## src/rtl/gur_pkg.sv

```systemverilog
package gur_pkg;
  typedef enum logic [1:0] {ST_IDLE, ST_PRE, ST_BODY, ST_DROP} rx_st_e;

  localparam logic [7:0]  PRE_BYTE   = 8'h55;
  localparam logic [7:0]  SFD_BYTE   = 8'hD5;
  localparam logic [15:0] ETYPE_ARP  = 16'h0806;
  localparam logic [15:0] ETYPE_IP4  = 16'h0800;
  localparam logic [7:0]  IP_VIHL    = 8'h45;
  localparam logic [7:0]  IP_UDP     = 8'd17;
  localparam logic [15:0] ARP_OP_REQ = 16'd1;

  localparam logic [31:0] CRC_POLY_REFL = 32'hEDB88320;
  localparam logic [31:0] CRC_GOOD_RES  = 32'hDEBB20E3;

  // byte index of the last byte of each field, counted from the delimiter
  localparam int OFS_SMAC_END  = 11;
  localparam int OFS_TYPE_END  = 13;
  localparam int OFS_VIHL      = 14;
  localparam int OFS_OPER_END  = 21;
  localparam int OFS_PROTO     = 23;
  localparam int OFS_SIP_END   = 29;
  localparam int OFS_SPA_END   = 31;
  localparam int OFS_DIP_END   = 33;
  localparam int OFS_SPORT_END = 35;
  localparam int OFS_DPORT_END = 37;
  localparam int OFS_ULEN_END  = 39;
  localparam int OFS_TPA_END   = 41;
  localparam int OFS_PAYLOAD   = 42;
  localparam int CSUM_FIRST    = 14;
  localparam int CSUM_LAST     = 33;
  localparam int FCS_BYTES     = 4;
  localparam int UDP_HDR_BYTES = 8;
  localparam int ARP_MIN_BYTES = OFS_TPA_END + 1 + FCS_BYTES;
endpackage

```

## src/rtl/gur_crc32.sv

```systemverilog
module gur_crc32
  import gur_pkg::*;
(
  input  logic       clk,
  input  logic       rst,
  input  logic       clr,
  input  logic       en,
  input  logic [7:0] din,
  output logic       good
);
  logic [31:0] crc_q, crc_nx;

  always_comb begin
    crc_nx = crc_q ^ {24'd0, din};
    for (int b = 0; b < 8; b++)
      crc_nx = crc_nx[0] ? ((crc_nx >> 1) ^ CRC_POLY_REFL) : (crc_nx >> 1);
  end

  always_ff @(posedge clk) begin
    if (rst || clr) crc_q <= '1;
    else if (en)    crc_q <= crc_nx;
  end

  assign good = (crc_q == CRC_GOOD_RES);
endmodule

```

## src/rtl/gur_csum16.sv

```systemverilog
module gur_csum16 (
  input  logic       clk,
  input  logic       rst,
  input  logic       clr,
  input  logic       en,
  input  logic       hi,
  input  logic [7:0] din,
  output logic       good
);
  logic [15:0] acc_q;
  logic [7:0]  hi_q;
  logic [16:0] sum;

  always_comb sum = {1'b0, acc_q} + {1'b0, hi_q, din};

  always_ff @(posedge clk) begin
    if (rst || clr) begin
      acc_q <= '0;
      hi_q  <= '0;
    end else if (en) begin
      if (hi) hi_q  <= din;
      else    acc_q <= sum[15:0] + {15'd0, sum[16]};
    end
  end

  assign good = (acc_q == 16'hFFFF);
endmodule

```

## src/rtl/gur_pay_wr.sv

```systemverilog
module gur_pay_wr #(
  parameter int AW = 11
) (
  input  logic          clk,
  input  logic          rst,
  input  logic          req,
  input  logic [7:0]    din,
  input  logic          commit,
  input  logic          abort,
  input  logic [AW-1:0] rd_ptr,
  output logic          we,
  output logic [AW-1:0] waddr,
  output logic [7:0]    wdata,
  output logic [AW-1:0] head,
  output logic          ovf
);
  logic [AW-1:0] wptr_q;
  logic [AW-1:0] wptr_inc;

  assign wptr_inc = wptr_q + AW'(1);

  always_ff @(posedge clk) begin
    if (rst) begin
      wptr_q <= '0;
      head   <= '0;
      we     <= 1'b0;
      waddr  <= '0;
      wdata  <= '0;
      ovf    <= 1'b0;
    end else begin
      we <= 1'b0;
      if (commit) begin
        head <= wptr_q;
        ovf  <= 1'b0;
      end else if (abort) begin
        wptr_q <= head;
        ovf    <= 1'b0;
      end else if (req) begin
        if (ovf || wptr_inc == rd_ptr) begin
          ovf <= 1'b1;
        end else begin
          we     <= 1'b1;
          waddr  <= wptr_q;
          wdata  <= din;
          wptr_q <= wptr_inc;
        end
      end
    end
  end
endmodule

```

## src/rtl/gmii_udp_rx.sv

```systemverilog
module gmii_udp_rx
  import gur_pkg::*;
#(
  parameter int AW = 11,
  parameter int CW = 12
) (
  input  logic          clk,
  input  logic          rst,
  input  logic [7:0]    gmii_rxd,
  input  logic          gmii_rx_dv,
  input  logic          gmii_rx_er,
  input  logic [31:0]   local_ip,
  input  logic [AW-1:0] buf_rd_ptr,
  output logic          arp_req,
  output logic          udp_rdy,
  output logic [47:0]   peer_mac,
  output logic [31:0]   peer_ip,
  output logic [15:0]   peer_port,
  output logic [15:0]   local_port,
  output logic [15:0]   pay_len,
  output logic          buf_we,
  output logic [AW-1:0] buf_waddr,
  output logic [7:0]    buf_wdata,
  output logic [AW-1:0] buf_head
);
  rx_st_e        st;
  logic [CW-1:0] cnt;
  logic [39:0]   sh;
  logic [47:0]   win;
  logic          err;
  logic [47:0]   c_mac;
  logic [31:0]   c_sip, c_tip;
  logic [15:0]   c_type, c_oper, c_sport, c_dport, c_ulen;
  logic [7:0]    c_vihl, c_proto;
  logic          byte_en, at_end, in_body;
  logic          crc_ok, csum_ok, ovf;
  logic          pay_req, len_ok_udp, arp_pass, udp_pass;
  int            ci;

  assign win     = {sh, gmii_rxd};
  assign in_body = (st == ST_BODY);
  assign byte_en = in_body && gmii_rx_dv;
  assign at_end  = in_body && !gmii_rx_dv;
  assign ci      = int'(cnt);

  gur_crc32 u_crc (
    .clk(clk), .rst(rst), .clr(!in_body), .en(byte_en), .din(gmii_rxd), .good(crc_ok)
  );

  gur_csum16 u_csum (
    .clk(clk), .rst(rst), .clr(!in_body),
    .en(byte_en && ci >= CSUM_FIRST && ci <= CSUM_LAST),
    .hi(!cnt[0]), .din(gmii_rxd), .good(csum_ok)
  );

  assign pay_req = byte_en && c_type == ETYPE_IP4 && int'(c_ulen) >= UDP_HDR_BYTES
                && ci >= OFS_PAYLOAD && ci < int'(c_ulen) + OFS_PAYLOAD - UDP_HDR_BYTES;

  gur_pay_wr #(.AW(AW)) u_pay (
    .clk(clk), .rst(rst), .req(pay_req), .din(gmii_rxd),
    .commit(at_end && udp_pass), .abort(at_end && !udp_pass),
    .rd_ptr(buf_rd_ptr), .we(buf_we), .waddr(buf_waddr), .wdata(buf_wdata),
    .head(buf_head), .ovf(ovf)
  );

  assign len_ok_udp = ci >= int'(c_ulen) + OFS_PAYLOAD - UDP_HDR_BYTES + FCS_BYTES;

  assign arp_pass = !err && crc_ok && c_type == ETYPE_ARP && c_oper == ARP_OP_REQ
                 && c_tip == local_ip && ci >= ARP_MIN_BYTES;

  assign udp_pass = !err && crc_ok && c_type == ETYPE_IP4 && c_vihl == IP_VIHL
                 && c_proto == IP_UDP && c_tip == local_ip && csum_ok
                 && int'(c_ulen) >= UDP_HDR_BYTES && len_ok_udp && !ovf;

  // framing and field capture
  always_ff @(posedge clk) begin
    if (rst) begin
      st      <= ST_IDLE;
      cnt     <= '0;
      sh      <= '0;
      err     <= 1'b0;
      c_mac   <= '0;
      c_sip   <= '0;
      c_tip   <= '0;
      c_type  <= '0;
      c_oper  <= '0;
      c_sport <= '0;
      c_dport <= '0;
      c_ulen  <= '0;
      c_vihl  <= '0;
      c_proto <= '0;
    end else begin
      case (st)
        ST_IDLE: if (gmii_rx_dv) st <= (gmii_rxd == PRE_BYTE) ? ST_PRE : ST_DROP;
        ST_PRE: begin
          if (!gmii_rx_dv) st <= ST_IDLE;
          else if (gmii_rxd == SFD_BYTE) begin
            st  <= ST_BODY;
            cnt <= '0;
            err <= 1'b0;
          end else if (gmii_rxd != PRE_BYTE) st <= ST_DROP;
        end
        ST_BODY: if (!gmii_rx_dv) st <= ST_IDLE;
        default: if (!gmii_rx_dv) st <= ST_IDLE;
      endcase

      if (byte_en) begin
        sh <= win[39:0];
        if (cnt != '1) cnt <= cnt + CW'(1);
        if (gmii_rx_er) err <= 1'b1;
        if (ci == OFS_SMAC_END)  c_mac   <= win;
        if (ci == OFS_TYPE_END)  c_type  <= win[15:0];
        if (ci == OFS_VIHL)      c_vihl  <= gmii_rxd;
        if (ci == OFS_OPER_END)  c_oper  <= win[15:0];
        if (ci == OFS_PROTO)     c_proto <= gmii_rxd;
        if (ci == OFS_SPORT_END) c_sport <= win[15:0];
        if (ci == OFS_DPORT_END) c_dport <= win[15:0];
        if (ci == OFS_ULEN_END)  c_ulen  <= win[15:0];
        if (c_type == ETYPE_IP4) begin
          if (ci == OFS_SIP_END) c_sip <= win[31:0];
          if (ci == OFS_DIP_END) c_tip <= win[31:0];
        end else if (c_type == ETYPE_ARP) begin
          if (ci == OFS_SPA_END) c_sip <= win[31:0];
          if (ci == OFS_TPA_END) c_tip <= win[31:0];
        end
      end
    end
  end

  // verdict and holding registers
  always_ff @(posedge clk) begin
    if (rst) begin
      arp_req    <= 1'b0;
      udp_rdy    <= 1'b0;
      peer_mac   <= '0;
      peer_ip    <= '0;
      peer_port  <= '0;
      local_port <= '0;
      pay_len    <= '0;
    end else begin
      arp_req <= at_end && arp_pass;
      udp_rdy <= at_end && udp_pass;
      if (at_end && (arp_pass || udp_pass)) begin
        peer_mac <= c_mac;
        peer_ip  <= c_sip;
      end
      if (at_end && udp_pass) begin
        peer_port  <= c_sport;
        local_port <= c_dport;
        pay_len    <= c_ulen - 16'(UDP_HDR_BYTES);
      end
    end
  end
endmodule

```

## config.mk

```make
export PLATFORM = sky130hd
export DESIGN_NAME = gmii_udp_rx
export DESIGN_NICKNAME = d
export VERILOG_FILES = /design/src/rtl/gur_pkg.sv /design/src/rtl/gur_crc32.sv /design/src/rtl/gur_csum16.sv /design/src/rtl/gur_pay_wr.sv /design/src/rtl/gmii_udp_rx.sv
export SDC_FILE = /design/constraint.sdc
export NUM_CORES = 1
export LEC_CHECK = 0
export CAP_MARGIN = 10
export CELL_PAD_IN_SITES_DETAIL_PLACEMENT = 2
export CELL_PAD_IN_SITES_GLOBAL_PLACEMENT = 2
export CORE_UTILIZATION = 35
export DETAILED_ROUTE_END_ITERATION = 10
export PLACE_DENSITY_LB_ADDON = 0.1
export SLEW_MARGIN = 20
export SYNTH_ARGS = -nofsm -noshare
export SYNTH_HDL_FRONTEND = slang
export SYNTH_SLANG_ARGS = --single-unit
```

## constraint.sdc

```tcl
create_clock -name clk -period 5.2 [get_ports clk]
set_input_delay 1.04 -clock clk [delete_from_list [all_inputs] [get_ports clk]]
set_output_delay 1.04 -clock clk [all_outputs]
set_load 0.005 [all_outputs]
```

== Word-level counts from Yosys, hierarchy flattened ==
Index checks and enable logic that the tools add are counted.

* $add $sub $neg: 8
* $lt $le $gt $ge: 7
* Equal/unequal tests: 33
* Multiplexer cells: 37
* Bitwise logic cells: 14
* Reductions and logical operators: 56

{| class="wikitable"
|+ Operator list
! kind !! number
|-
| two-way mux 32 bit || 16
|-
| inverter 13 -> 14 bit || 8
|-
| == test 12 x 7 -> 1 bit (second input constant) || 5
|-
| two-way mux 12 bit || 5
|-
| == test 12 x 6 -> 1 bit (second input constant) || 4
|-
| == test 12 x 5 -> 1 bit (second input constant) || 3
|-
| two-way mux 11 bit || 3
|-
| == test 16 x 12 -> 1 bit (second input constant) || 2
|-
| == test 32 bit || 1
|-
| == test 32 bit (second input constant) || 1
|-
| XOR 32 x 8 -> 32 bit || 1
|-
| logical AND 1 bit || 25
|-
| >= comparator 12 x 6 -> 1 bit (second input constant) || 2
|-
| AND reduction 2 bit || 11
|-
| adder 18 x 4 -> 19 bit (second input constant) || 1
|-
| >= comparator 13 x 19 -> 1 bit || 1
|-
| less-than comparator 13 x 18 -> 1 bit || 1
|-
| subtractor 17 x 4 -> 18 bit (second input constant) || 1
|-
| adder 16 x 16 -> 17 bit || 1
|-
| adder 16 x 6 -> 17 bit (second input constant) || 1
|-
| adder 16 x 1 -> 16 bit || 1
|-
| == test 16 x 1 -> 1 bit (second input constant) || 1
|-
| == test 16 bit (second input constant) || 1
|-
| == test 8 x 7 -> 1 bit (second input constant) || 2
|-
| 29 further kinds || 57
|}

* Register bits: 492
* Bits of input ports: 55
* Output and inout port bits: 161
* Word-level logic and storage cells: 185

== Depth between registers and ports, before layout ==
* Word-level depth: 17
* Gate-level depth with buffers: 22
* Depth with buffers taken out: 19

== Cells and area by module ==
A second synthesis with hierarchy kept.

* Cell total of the unflattened synthesis: 2,594
* Area, all modules: 22,395.2 µm²

{| class="wikitable"
|+ By module, submodules not included
! module !! instances !! cells an instance !! area each (µm²) !! sequential area each (µm²)
|-
| gmii_udp_rx || 1 || 1,869 || 16,047.9 || 7,867.5
|-
| gur_pay_wr || 1 || 255 || 2,303.5 || 860.8
|-
| gur_csum16 || 1 || 257 || 2,107.0 || 480.5
|-
| gur_crc32 || 1 || 213 || 1,936.9 || 640.6
|}

== Worst setup path before layout ==
OpenSTA, ideal clock, no wires.

* Path kind: input to register
* Start point: input gmii_rxd[0]
* End point: register u_csum.acc_q[14]
* Arrival: 4.343 ns
* Path slack: 0.782 ns
* Stages: 19
* Cell sequence: ha_1 fa_1 a211o_1 a21o_1 o2111ai_1 a31oi_1 a21o_1 a21oi_1 nor2b_1 o21ai_0 nand2b_1 ha_1 ha_1 and3_1 nand3b_1 nand3b_1 nor2_1 a21o_1 a31oi_1

* Cells in the longest elaborated chain, start to end: 2

{| class="wikitable"
|+ Ends and longest elaborated chain
! element !! line !! source
|-
| start, declared || gmii_udp_rx.sv:9 || <nowiki>input logic [7:0] gmii_rxd,</nowiki>
|-
| adder 16 x 16 -> 17 bit || gur_csum16.sv:14 || <nowiki>always_comb sum = {1'b0, acc_q} + {1'b0, hi_q, din};</nowiki>
|-
| adder 16 x 1 -> 16 bit || gur_csum16.sv:22 || <nowiki>else acc_q <= sum[15:0] + {15'd0, sum[16]};</nowiki>
|-
| end signal, assigned || gur_csum16.sv:22 ||
|-
| end, declared || gur_csum16.sv:10 || <nowiki>logic [15:0] acc_q;</nowiki>
|}

Every way passes these cells.
A chain may end at the register's enable or synchronous reset.

== Worst setup path in the final report ==
Ends and elaborated chain as after synthesis.

==> results <==
[layer usage]
layer	routed length (microns)	share of wire, %	track usage [%]	vias up
met5	0	0	0	-
met4	2030	2.7	7.49	0
met2	38200	50	42.8	272
met1	33000	44	28.7	9255
li1	-	-	-	8740
met3	2360	3.1	3.12	109
[layout by cell type, fill, tap and decap left out, drive strengths merged, types with 29 or more instances in the layout]
cell	n
clkbuf	85
nor3	31
nand3	44
dfxtp	492
o21ai	34
xnor2	104
a21oi	201
inv	57
clkdlybuf4s50	214
buf	49
o221ai	33
ha	49
nand2	374
nor2	330
mux2i	247
xor2	62
a211oi	29
[state kept, by name, indices dropped and copies added (netlist names), 11 cells and up]
name          flops
c_ulen           16
c_mac            48
u_pay.head       11
c_sip            32
sh               40
u_csum.acc_q     16
peer_ip          32
c_tip            32
peer_mac         48
peer_port        16
c_type           16
cnt              12
u_crc.crc_q      32
c_sport          16
pay_len          16
c_dport          16
local_port       16
c_oper           16
u_pay.wptr_q     11
u_pay.waddr      11
[stage by stage]
step	worst slack, ps	util [%]	power (W)	hold slack [ps]
after floorplan	782	-	0.00415	431
after global placement	-45.8	40.1	0.00432	437
after detailed placement	-128	40.1	0.00433	448
after CTS	105	43.1	0.00844	456
after global routing	69.4	43.2	0.00859	476
final	467	43.2	0.00833	454
[report_power, final]
part	switching (W)	internal [W]
Combinational	0.000276	0.000166
Sequential	0.0000275	0.00378
Clock	0.00169	0.00238
[critical path, stage by stage]
cell,delay (ps)
clkdlybuf4s50_1,510
ha_1,280
fa_1,390
a211o_1,330
a21o_1,200
o2111ai_1,310
a31oi_1,160
a21o_1,200
a21oi_1,130
nor2b_1,60
o21ai_0,150
nand2b_1,120
ha_1,230
ha_1,190
and3_1,160
nand3b_1,170
nand3b_1,190
nor2_1,90
a21o_1,190
a31oi_1,160
[repair_timing]
item,CTS,global route
gates resized for setup,0,6
setup endpoints to repair,0,76
buffers inserted,0,4
[cells by family (layout without fill, tap and decap cells)]
kind of cell,count (synthesis),in the layout,synth area share (%)
AOI/OAI and AO/OA,372,372,10.7
xor gates and xnor gates,166,166,6.74
adders and majority gates,50,50,2.90
buffers and inverters,229,420,4.45
DFF,492,492,45.2
muxes,247,247,11.3
and+or+nand+nor,925,925,18.6
[final timing paths]
path | from | end | slack, ps
hold / removal | u_pay.wdata[0]$_SDFFE_PP0P_ | u_pay.wdata[0]$_SDFFE_PP0P_ | 450
hold reg to reg | u_pay.wdata[0]$_SDFFE_PP0P_ | u_pay.wdata[0]$_SDFFE_PP0P_ | 450
setup reg to reg | c_ulen[4]$_SDFFE_PP0P_ | peer_ip[9]$_SDFFE_PP0P_ | 490
setup / recovery | gmii_rxd[0] | u_csum.acc_q[14]$_SDFFE_PP0P_ | 470
[area by class of cell]
class / count / area [sq um]
tap: 837 / 1050
clock inverter: 16 / 235
fill: 6700 / 35000
timing repair buffer: 264 / 2590
inverter: 56 / 210
clock buffer: 84 / 1650
multi-input combinational: 1760 / 11000
sequential: 492 / 9850
==> impl_metrics.py <==
metrics = {
    "clock_tree": {
        "cts_max_level": 2,
        "cts_sinks": 492,
        "cts_buffers": 56,
        "clock_path_buffers": 3,
        "clock_latency_ps": 640,
        "clk_pin_slew_ps": 60,
        "ctsHoldBuffers": 0,
        "cts_tree": "yes",
        "root_buffer": "clkbuf_16",
    },
    "pwr": {
        "vdd_drop_max_mv": 0.243,
        "cellLeakagePower_nw": 10.1,
        "p_per_area_nw_per_um2": 313,
    },
    "timing": {
        "fin_tns_setup_ps": 0,
        "fmax_mhz": 211,
        "finClkSkew_ps": 38.2,
        "period_share_pct": 91.0,
        "worst_pin_slew_ps": 1040,
        "max_slew_margin_pct": 30.5,
        "setup_viol": 0,
        "rsz0062_at_grt": "false",
        "hold_violations": 0,
        "finalMaxSlewViolations": 0,
        "period_minus_slack_ps": 4730,
    },
    "route": {
        "ant_nets": 0,
        "drc": 0,
        "vias": 18376,
        "via_per_inst": 5.24,
        "drt-total-wl_mm": 75.6,
        "routedWlPerCell_microns": 21.5,
        "dr.pass1.iters": 5,
        "drt-initial-drc-count": 699,
    },
    "synth": {
        "yosys-top-cells-area": "dfxtp_1 45%, mux2i_1 11%, nand2_1 6.4%",
        "yosysMostFrequentCell": "dfxtp_1",
        "synth_area_sq_um": 21800,
        "syn_avg_cell_area_sq_um": 8.79,
        "ys.flop_type": "dfxtp_1",
        "synth_fp_nets": 2586,
        "ys_ff_latch": 492,
        "synthDistinctLibCells": 73,
        "synth_common_cells": "492 x dfxtp_1, 374 x nand2_1, 330 x nor2_1, 247 x mux2i_1, 201 x a21oi_1",
        "async_reset_ff_share_pct": 0,
        "ys.warnings.count": 0,
        "synth_top_area_cell": "dfxtp_1",
        "synth_top_area_share_pct": 45.2,
        "synth_edf_count": 0,
        "ys_seq_area_share_pct": 45.2,
        "synthCells": 2481,
    },
    "placed_design": {
        "port_buffers": 215,
        "post_dp_cell_area_sq_um": 24700,
        "finalWeightedCongestion": 0.839,
        "dpl.hpwl_mm": 50.7,
        "dpl.cell_count": 3404,
    },
    "floorplanning": {
        "core_area_sq_um": 61600,
        "die_y_microns": 252,
        "rows": 91,
        "dieArea_sq_um": 63300,
        "ioPinCount": 216,
        "start_util_pct": 35.4,
        "die_w_microns": 252,
    },
    "setup_path": {
        "arrival_ps": 5270,
        "criticalPathCategory": "input port to flip-flop",
        "critPathLaunchType": "input port",
        "endpoint_kind": "flip-flop",
        "crit_fanout": 4,
        "reg2reg_depth": 18,
        "worstPathRequired_ps": 5740,
    },
    "worst_hold_path": {
        "hp-class": "flip-flop to flip-flop",
        "hold_depth": 2,
    },
    "final_layout": {
        "fin_cells": 3509,
        "area_delta_synth_final_pct": 22.1,
        "fin_nets": 2735,
        "drive_gt1_share_pct": 6.14,
        "antenna_cells": 0,
        "post-route-cell-area_sq_um": 26600,
    },
    "global_routing": {
        "grt-ovfl-total": 0,
        "grt_pass1_wl_mm": 117,
        "grt_max_degree": 197,
        "grt_pass1_vias": 20216,
        "antenna_found_initial": 0,
        "grt_usage_pct": 23.6,
    },
    "job": {
        "max_cap_violations": 0,
    },
    "run_status": {
        "status": "completed",
    },
}
No activity file was read; power rests on OpenSTA's default activity.
